$ cat src/rtl/fcmp_pkg.sv
package fcmp_pkg;
  typedef enum logic [1:0] {
    REL_EQ   = 2'b00,
    REL_FAST = 2'b01,
    REL_SLOW = 2'b10
  } rel_e;

  typedef enum logic {
    ST_WAIT = 1'b0,
    ST_CMP  = 1'b1
  } st_e;
endpackage

$ cat src/rtl/fcmp_edge_sync.sv
module fcmp_edge_sync #(
  parameter int STAGES = 2
) (
  input  logic clk_i,
  input  logic rst_ni,
  input  logic sig_i,
  output logic pulse_o
);
  // sh[STAGES-1] is the synchronized level, sh[STAGES] its delayed copy
  logic [STAGES:0] sh;

  always_ff @(posedge clk_i or negedge rst_ni) begin
    if (!rst_ni) begin
      sh      <= '0;
      pulse_o <= 1'b0;
    end else begin
      sh      <= {sh[STAGES-1:0], sig_i};
      pulse_o <= sh[STAGES-1] & ~sh[STAGES];
    end
  end
endmodule

$ cat src/rtl/fcmp_period_cnt.sv
module fcmp_period_cnt #(
  parameter int CNT_W = 16
) (
  input  logic             clk_i,
  input  logic             rst_ni,
  input  logic             pulse_i,
  output logic [CNT_W-1:0] period_o,
  output logic             new_o
);
  localparam logic [CNT_W-1:0] CNT_MAX = '1;
  localparam logic [CNT_W-1:0] CNT_ONE = CNT_W'(1);

  logic [CNT_W-1:0] cnt;
  logic             armed;

  always_ff @(posedge clk_i or negedge rst_ni) begin
    if (!rst_ni) begin
      cnt      <= '0;
      armed    <= 1'b0;
      period_o <= '0;
      new_o    <= 1'b0;
    end else begin
      new_o <= 1'b0;
      if (pulse_i) begin
        cnt   <= CNT_ONE;
        armed <= 1'b1;
        // first edge after reset only starts the measurement
        if (armed) begin
          period_o <= cnt;
          new_o    <= 1'b1;
        end
      end else if (cnt != CNT_MAX) begin
        cnt <= cnt + CNT_ONE;
      end
    end
  end
endmodule

$ cat src/rtl/fcmp_hyst.sv
module fcmp_hyst #(
  parameter int CNT_W = 16,
  parameter int INNER = 2,
  parameter int OUTER = 6
) (
  input  logic              clk_i,
  input  logic              rst_ni,
  input  logic              upd_i,
  input  logic signed [CNT_W:0] diff_i,
  output logic              eq_nx_o
);
  logic              eq_q;
  logic [CNT_W:0]    mag;

  always_comb begin
    mag     = diff_i[CNT_W] ? CNT_W'(0) - diff_i : diff_i;
    eq_nx_o = eq_q ? (int'(mag) <= OUTER) : (int'(mag) <= INNER);
  end

  always_ff @(posedge clk_i or negedge rst_ni) begin
    if (!rst_ni)    eq_q <= 1'b0;
    else if (upd_i) eq_q <= eq_nx_o;
  end
endmodule

$ cat src/rtl/freq_cmp_hyst.sv
module freq_cmp_hyst
  import fcmp_pkg::*;
#(
  parameter int CNT_W       = 16,
  parameter int INNER       = 2,
  parameter int OUTER       = 6,
  parameter int SYNC_STAGES = 2
) (
  input  logic                  clk_i,
  input  logic                  rst_ni,
  input  logic                  ref_i,
  input  logic                  fb_i,
  output logic                  valid_o,
  output logic [1:0]            rel_o,
  output logic signed [CNT_W:0] diff_o
);
  logic             ref_pls, fb_pls;
  logic [CNT_W-1:0] ref_per, fb_per;
  logic             ref_new, fb_new;
  logic             ref_rdy, fb_rdy;
  logic             eq_nx;
  logic signed [CNT_W:0] diff;
  st_e              st;

  fcmp_edge_sync #(.STAGES(SYNC_STAGES)) u_ref_sync (
    .clk_i(clk_i), .rst_ni(rst_ni), .sig_i(ref_i), .pulse_o(ref_pls));
  fcmp_edge_sync #(.STAGES(SYNC_STAGES)) u_fb_sync (
    .clk_i(clk_i), .rst_ni(rst_ni), .sig_i(fb_i), .pulse_o(fb_pls));

  fcmp_period_cnt #(.CNT_W(CNT_W)) u_ref_cnt (
    .clk_i(clk_i), .rst_ni(rst_ni), .pulse_i(ref_pls),
    .period_o(ref_per), .new_o(ref_new));
  fcmp_period_cnt #(.CNT_W(CNT_W)) u_fb_cnt (
    .clk_i(clk_i), .rst_ni(rst_ni), .pulse_i(fb_pls),
    .period_o(fb_per), .new_o(fb_new));

  assign diff = $signed({1'b0, fb_per}) - $signed({1'b0, ref_per});

  fcmp_hyst #(.CNT_W(CNT_W), .INNER(INNER), .OUTER(OUTER)) u_hyst (
    .clk_i(clk_i), .rst_ni(rst_ni), .upd_i(st == ST_CMP),
    .diff_i(diff), .eq_nx_o(eq_nx));

  always_ff @(posedge clk_i or negedge rst_ni) begin
    if (!rst_ni) begin
      st      <= ST_WAIT;
      ref_rdy <= 1'b0;
      fb_rdy  <= 1'b0;
      valid_o <= 1'b0;
      rel_o   <= REL_EQ;
      diff_o  <= '0;
    end else begin
      // a period arriving during compare is kept for the next round
      ref_rdy <= ref_new | (ref_rdy & (st != ST_CMP));
      fb_rdy  <= fb_new  | (fb_rdy  & (st != ST_CMP));
      valid_o <= (st == ST_CMP);
      case (st)
        ST_WAIT: if (ref_rdy && fb_rdy) st <= ST_CMP;
        default: begin
          st     <= ST_WAIT;
          diff_o <= diff;
          if (eq_nx)         rel_o <= REL_EQ;
          else if (diff > 0) rel_o <= REL_FAST;
          else               rel_o <= REL_SLOW;
        end
      endcase
    end
  end
endmodule

$ cat config.mk
export PLATFORM = sky130hd
export DESIGN_NAME = freq_cmp_hyst
export DESIGN_NICKNAME = d
export VERILOG_FILES = /design/src/rtl/fcmp_pkg.sv /design/src/rtl/fcmp_edge_sync.sv /design/src/rtl/fcmp_period_cnt.sv /design/src/rtl/fcmp_hyst.sv /design/src/rtl/freq_cmp_hyst.sv
export SDC_FILE = /design/constraint.sdc
export NUM_CORES = 1
export LEC_CHECK = 0
export ABC_AREA = 1
export BUFFER_PORTS_ARGS = -buffer_cell sky130_fd_sc_hd__buf_2
export CAP_MARGIN = 25
export CELL_PAD_IN_SITES_DETAIL_PLACEMENT = 1
export CELL_PAD_IN_SITES_GLOBAL_PLACEMENT = 2
export CORE_MARGIN = 5
export CORE_UTILIZATION = 39
export CTS_CLUSTER_SIZE = 20
export DETAILED_ROUTE_END_ITERATION = 7
export GPL_TIMING_DRIVEN = 1
export HOLD_SLACK_MARGIN = 0.03
export MAX_ROUTING_LAYER = met4
export PLACE_DENSITY = 0.92
export SYNTH_ARGS = -nofsm -noshare
export SYNTH_HDL_FRONTEND = slang
export SYNTH_SLANG_ARGS = --single-unit
$ cat constraint.sdc
create_clock -name clk_i -period 5.15 [get_ports clk_i]
set_input_delay 0.7725 -clock clk_i [delete_from_list [all_inputs] [get_ports clk_i]]
set_output_delay 0.7725 -clock clk_i [all_outputs]
set_load 0.05 [all_outputs]
=== After elaboration in Yosys (flattened, before gate mapping) ===
Cells that the tools add are included.

* Eq/ne operators: 2
* Muxes and demuxes: 14
* Bitwise logic cells: 9
* Order comparisons: 3
* Reductions and logical operators: 5
* Add/sub/neg operators: 4

{| class="wikitable"
|+ Operator list
! cell !! count
|-
| 16-bit 2-to-1 mux || 4
|-
| 16-bit by 1-bit adder with 16-bit output (second input constant) || 2
|-
| 16-bit inequality test (second input constant) || 2
|-
| 17-bit by 1-bit greater-than comparator with 1-bit output (second input constant) || 1
|-
| 17-bit by 2-bit less-or-equal comparator with 1-bit output (second input constant) || 1
|-
| 17-bit by 3-bit less-or-equal comparator with 1-bit output (second input constant) || 1
|-
| 17-bit 2-to-1 mux || 1
|-
| 1-bit by 17-bit subtractor with 17-bit output (first input constant) || 1
|-
| 16-bit by 16-bit subtractor with 17-bit output || 1
|-
| 1-bit 2-to-1 mux || 7
|-
| 1-bit bitwise AND || 4
|-
| 2-bit 2-to-1 mux || 2
|-
| 2-bit AND reduction || 2
|-
| 2-bit nonzero test || 2
|-
| 1-bit inverter || 3
|-
| 1-bit bitwise OR || 2
|-
| 1-bit logical AND || 1
|}

* Register bits after elaboration: 100

=== Depth between registers and ports, before layout ===
* Word-level depth: 6
* Depth in mapped cells: 25
* Gate-level depth less buffers: 25

=== By module ===
Synthesis repeated with hierarchy kept, for this count alone.

* Cell total of the unflattened synthesis: 899
* Area total of the unflattened synthesis: 6180.9 µm²

{| class="wikitable"
|+ By module, submodules not included
! module !! cells each !! instances !! sequential area each (µm²) !! area each (µm²)
|-
| fcmp_period_cnt || 201 || 2 || 850.8 || 1611.5
|-
| freq_cmp_hyst || 334 || 1 || 575.6 || 2047.0
|-
| fcmp_hyst || 151 || 1 || 25.0 || 690.7
|-
| fcmp_edge_sync || 6 || 2 || 100.1 || 110.1
|}

=== Least setup slack after synthesis ===
OpenSTA, ideal clock, no wires.

* Path type: register to register
* From: register u_ref_cnt.period_o[0]
* To: register rel_o[1]
* Slack: 2158 ps
* Setup time: 113 ps
* Arrival time: 2879 ps
* Stages on the path, launching flop included: 23
* Path through: dfrtp_1 -> ha_1 -> inv_1 -> fa_1 -> inv_1 -> ha_1 -> inv_1 -> nor2_2 -> nand2_1 -> nor2_2 -> nand2_4 -> nor2_8 -> nand4_1 -> nor4_1 -> ha_1 -> inv_1 -> nand4_1 -> nand3_1 -> nand2_1 -> nand2_1 -> nand2_1 -> nand2_1 -> inv_1

* Word-level cells in the longest chain between the ends: 6
* Elaborated cells between the ends (all ways): 9
* Classes of those cells: 2 x add/sub; 3 x order compare; 4 x mux

{| class="wikitable"
|+ Ends and longest elaborated chain
! what !! RTL line !! RTL
|-
| start: declaration || fcmp_period_cnt.sv:7 || <nowiki>output logic [CNT_W-1:0] period_o,</nowiki>
|-
| start signal: assignment || fcmp_period_cnt.sv:29 || <nowiki>period_o <= cnt;</nowiki>
|-
| 16-bit by 16-bit subtractor with 17-bit output (*) || freq_cmp_hyst.sv:37 || <nowiki>assign diff = $signed({1'b0, fb_per}) - $signed({1'b0, ref_per});</nowiki>
|-
| named net diff[1] || freq_cmp_hyst.sv:22 || <nowiki>logic signed [CNT_W:0] diff;</nowiki>
|-
| 1-bit by 17-bit subtractor with 17-bit output || fcmp_hyst.sv:16 || <nowiki>mag = diff_i[CNT_W] ? CNT_W'(0) - diff_i : diff_i;</nowiki>
|-
| 17-bit 2-to-1 mux || fcmp_hyst.sv:16 ||
|-
| 17-bit by 2-bit less-or-equal comparator with 1-bit output / 17-bit by 3-bit less-or-equal comparator with 1-bit output (equally long branches) || fcmp_hyst.sv:17 || <nowiki>eq_nx_o = eq_q ? (int'(mag) <= OUTER) : (int'(mag) <= INNER);</nowiki>
|-
| 1-bit 2-to-1 mux || fcmp_hyst.sv:17 ||
|-
| 2-bit 2-to-1 mux (*) || freq_cmp_hyst.sv:61 || <nowiki>if (eq_nx) rel_o <= REL_EQ;</nowiki>
|-
| end signal: assignment || freq_cmp_hyst.sv:61 ||
|-
| end signal: assignment || freq_cmp_hyst.sv:62 || <nowiki>else if (diff > 0) rel_o <= REL_FAST;</nowiki>
|-
| end signal: assignment || freq_cmp_hyst.sv:63 || <nowiki>else rel_o <= REL_SLOW;</nowiki>
|-
| end: declaration || freq_cmp_hyst.sv:14 || <nowiki>output logic [1:0] rel_o,</nowiki>
|}

Mark *: on every way through the listed nets, which the timed path passes. The rest lies on a longest branch.
A chain may end at the register's enable or synchronous reset.

=== Worst setup path in the final report ===
* From: register u_ref_cnt.period_o[0]
* To: register rel_o[0]

The elaborated chain is that of the path after synthesis.

==> impl_metrics.ini <==
[setup_path]
arrival_ns = 3.66
worstSetupPathType = register to register
cpPeakStageDelay_ns = 0.46
critPathCaptureType = register
startpoint_type = register
path_delay_family = simple AND/OR/NAND/NOR gates
critPathRequiredTime_ns = 5.39
worst-path-buf-inv = 4
crit_chain = ha_1 > inv_1 > fa_1 > inv_1 > ha_1 > inv_1 > nor2_2 > nand2_1 > nor2_2 > nand2_4 > nor2_8 > nand4_1 > nor4_1 > ha_1 > inv_1 > nand4_1 > nand2_1 > nand2_1 > nand2_1 > nor2_1 > nand2_1 > nand2_1
critPathMostFrequentCell = nand2_1
crit_path_top_delay_cell = fa_1
cp_max_fo = 5

[floorplan]
die_area_sq_um = 17300
die_x_um = 132
core_sq_um = 14500
start_util_pct = 39.7
row_count = 44
ios = 24
die_h_um = 132

[pwr]
ir_worst_vdd_uv = 183
seqPwrFrac_pct = 24.7
swShare_pct = 51.8
power.net_switching_mw = 2.15
p_leak_nw = 3.25
p_clk_share_pct = 16.7
combPwrFrac_pct = 58.6
power.internal_mw = 2.00
power_density_nw_per_um2 = 652

[routing]
first_pass_iters = 4
drc = 0
ant_nets = 0
drt-vias-per-instance = 5.10
drt-initial-drc-count = 226
wirelength_um = 15000
wire_per_inst_um = 15.2
vias = 5025

[finish]
finalNonFillerCells = 985
nNetsFinal = 822
num-fill-cells = 1823
area_growth_pct = 10.4
fin_util_pct = 43.8
drive_gt1_share_pct = 10.6
antenna_cells = 0
multi_input_area_sq_um = 2760
register_area_sq_um = 2500

[yosys]
avgSynthCellArea_sq_um = 7.46
synth_top_family_by_area = simple AND/OR/NAND/NOR gates
yosysSeqAreaShare_pct = 43.4
muxShareOfSynthArea_pct = 0
synthXorXnorAreaFrac_pct = 0.303
synth_compound_area_share_pct = 11.6
syn_area_sq_um = 5770
synth_nets = 800
ys_seq_elements = 100
yosysWarnings = 0
synth_top_area_share_pct = 43.4
synth-simple-area-share_pct = 31.0
yosys.cell_types.count = 42
synthAdderAreaFrac_pct = 4.90
postSynthCellCount = 774
ys_top_cells_by_area = dfrtp_1 43%, nand2_1 14%, inv_1 7.2%
synth.largest_area_cell = dfrtp_1

[grt]
first_global_vias = 5305
grt_max_degree = 60
grt_pass1_wl_um = 25900
grt_overflow = 0
antenna_found_initial = 0
track_usage_pct = 18.5

[placement]
gp_congestion = 0.830
port_buffers = 23
hpwl_um = 11800
place_inst = 969

[timing]
drv_slew = 0
timing.slew.headroom_pct = 36.3
skew_ns = 0.00966
fin_setup_tns_ns = 0
setup_violations = 0
post-route-period-util_pct = 66.6
hold_viol_final = 0
period_needed_ns = 3.43
rsz0062_at_grt = no
tightest_slew_ns = 0.953
fmax_mhz = 292

[clock_tree]
htreeDepth = 3
clock-root-buffer = clkbuf_16
holdBufCountCts = 0
cts_setup_buffers = 0
clockBufferDepth = 2
clk_latency_ns = 0.35
ctsResizeCount = 0
cts_tree = built
cts.sinks = 100
cts_buffers = 9
clk_pin_slew_ns = 0.07

[run]
drv_cap = 0

[worst_hold_path]
hold_path_class = register to register

[run_status]
status = complete, no violations
[placed cells by master (no fill, tap or decap), drive strengths merged]
| cell type | n |
|---|---|
| nand2 | 231 |
| inv | 119 |
| dfrtp | 100 |
| o21ai | 76 |
| nand3 | 59 |
| nor2 | 59 |
| a21oi | 28 |
| buf | 24 |
| ha | 21 |
| nor3 | 19 |
| nand4 | 12 |
| clkbuf | 10 |
| nand3b | 6 |
| clkinv | 6 |
| nor4 | 4 |
| a211oi | 4 |
| or2 | 4 |
| a31oi | 3 |
| a21o | 2 |
| o21bai | 2 |
| o21a | 2 |
| o31ai | 1 |
| nor3b | 1 |
| or4 | 1 |
| a221oi | 1 |
| o211a | 1 |
| xnor2 | 1 |
| xor2 | 1 |
| o211ai | 1 |
| fa | 1 |
| bufinv | 1 |
[metal layers]
metal	global-route usage, %	part of all wire (%)
met4	6.06	1.6
met3	2.06	2.8
met5	-	0
met2	31.6	49
met1	23.0	47
[registers in the layout (all words and copies together), names as in the netlist]
name	cells
diff_o	17
u_fb_cnt.cnt	16
u_fb_cnt.period_o	16
u_ref_cnt.cnt	16
u_ref_cnt.period_o	16
u_fb_sync.sh	3
u_ref_sync.sh	3
rel_o	2
fb_rdy	1
ref_rdy	1
st	1
u_fb_cnt.armed	1
u_fb_cnt.new_o	1
u_fb_sync.pulse_o	1
u_hyst.eq_q	1
u_ref_cnt.armed	1
u_ref_cnt.new_o	1
u_ref_sync.pulse_o	1
valid_o	1
[metrics by stage]
stage	hold slack [ns]	total power, mW	cell area, sq um	setup slack (ns)
after global routing	0.367	4.56	6370	1.41
after CTS	0.354	4.21	6370	1.72
after detailed placement	0.338	3.50	6070	1.74
final	0.351	4.16	6370	1.72
after floorplan	0.331	2.90	5770	2.16
after global placement	0.338	3.40	6070	1.92
[final timing paths]
path / startpoint / to / slack, ns / cells after the start
min in group asynchronous: rst_ni / u_ref_cnt.period_o[1] / 0.49 / 1
setup reg to reg: u_ref_cnt.period_o[0] / rel_o[0] / 1.72 / 22
hold / removal: u_ref_sync.sh[0] / u_ref_sync.sh[1] / 0.35 / 0
max in group asynchronous: rst_ni / u_fb_cnt.period_o[10] / 3.63 / 2
setup / recovery: u_ref_cnt.period_o[0] / rel_o[0] / 1.72 / 22
hold reg to reg: u_ref_sync.sh[0] / u_ref_sync.sh[1] / 0.35 / 0
[synthesized netlist by cell type (all sizes together)]
| cell type | number |
|---|---|
| nand2 | 231 |
| o21bai | 2 |
| or4 | 1 |
| nor4 | 4 |
| nor3b | 1 |
| a31oi | 3 |
| buf | 2 |
| clkinv | 3 |
| a221oi | 1 |
| clkbuf | 11 |
| fa | 1 |
| nor3 | 19 |
| xor2 | 1 |
| o31ai | 1 |
| a211oi | 4 |
| o211a | 1 |
| nand3b | 6 |
| xnor2 | 1 |
| dfrtp | 100 |
| o211ai | 1 |
| a21oi | 28 |
| or2 | 4 |
| nor2 | 59 |
| nand4 | 12 |
| o21a | 2 |
| inv | 117 |
| a21o | 2 |
| nand3 | 59 |
| ha | 21 |
| o21ai | 76 |
[worst register-to-register path, delay by kind of cell (launching register included)]
kind | cells | cell delay, ns
DFF | 1 | 0.39
and+or+nand+nor | 14 | 1.39
adders and majority gates | 4 | 1.15
buffers and inverters | 4 | 0.40
[layout make-up]
cell class,count,area share [%]
Inverter,120,7.07
Timing Repair Buffer,24,1.96
Tap cell,184,3.61
Clock buffer,10,3.59
Clock inverter,6,1.14
Sequential cell,100,39.3
Multi-Input combinational cell,541,43.3
[kinds of logic (layout without fill, tap and decap cells)]
logic type               after synthesis  after routing
flip-flops                           100            100
XOR/XNOR                               2              2
adder cells (fa/ha/maj)               22             22
AO/OA/AOI/OAI                        121            121
buffers and inverters                133            160
AND/OR/NAND/NOR                      396            396
[power by group through the flow]
| stage | Clock [mW] | Combinational, mW | Sequential (mW) |
|---|---|---|---|
| after global routing | 0.751 | 2.76 | 1.05 |
| after global placement | 0 | 2.37 | 1.03 |
| after floorplan | 0 | 1.62 | 1.28 |
| after CTS | 0.716 | 2.47 | 1.03 |
| after detailed placement | 0 | 2.45 | 1.04 |
| final | 0.694 | 2.44 | 1.02 |
Power figures use the tool's default switching activity.
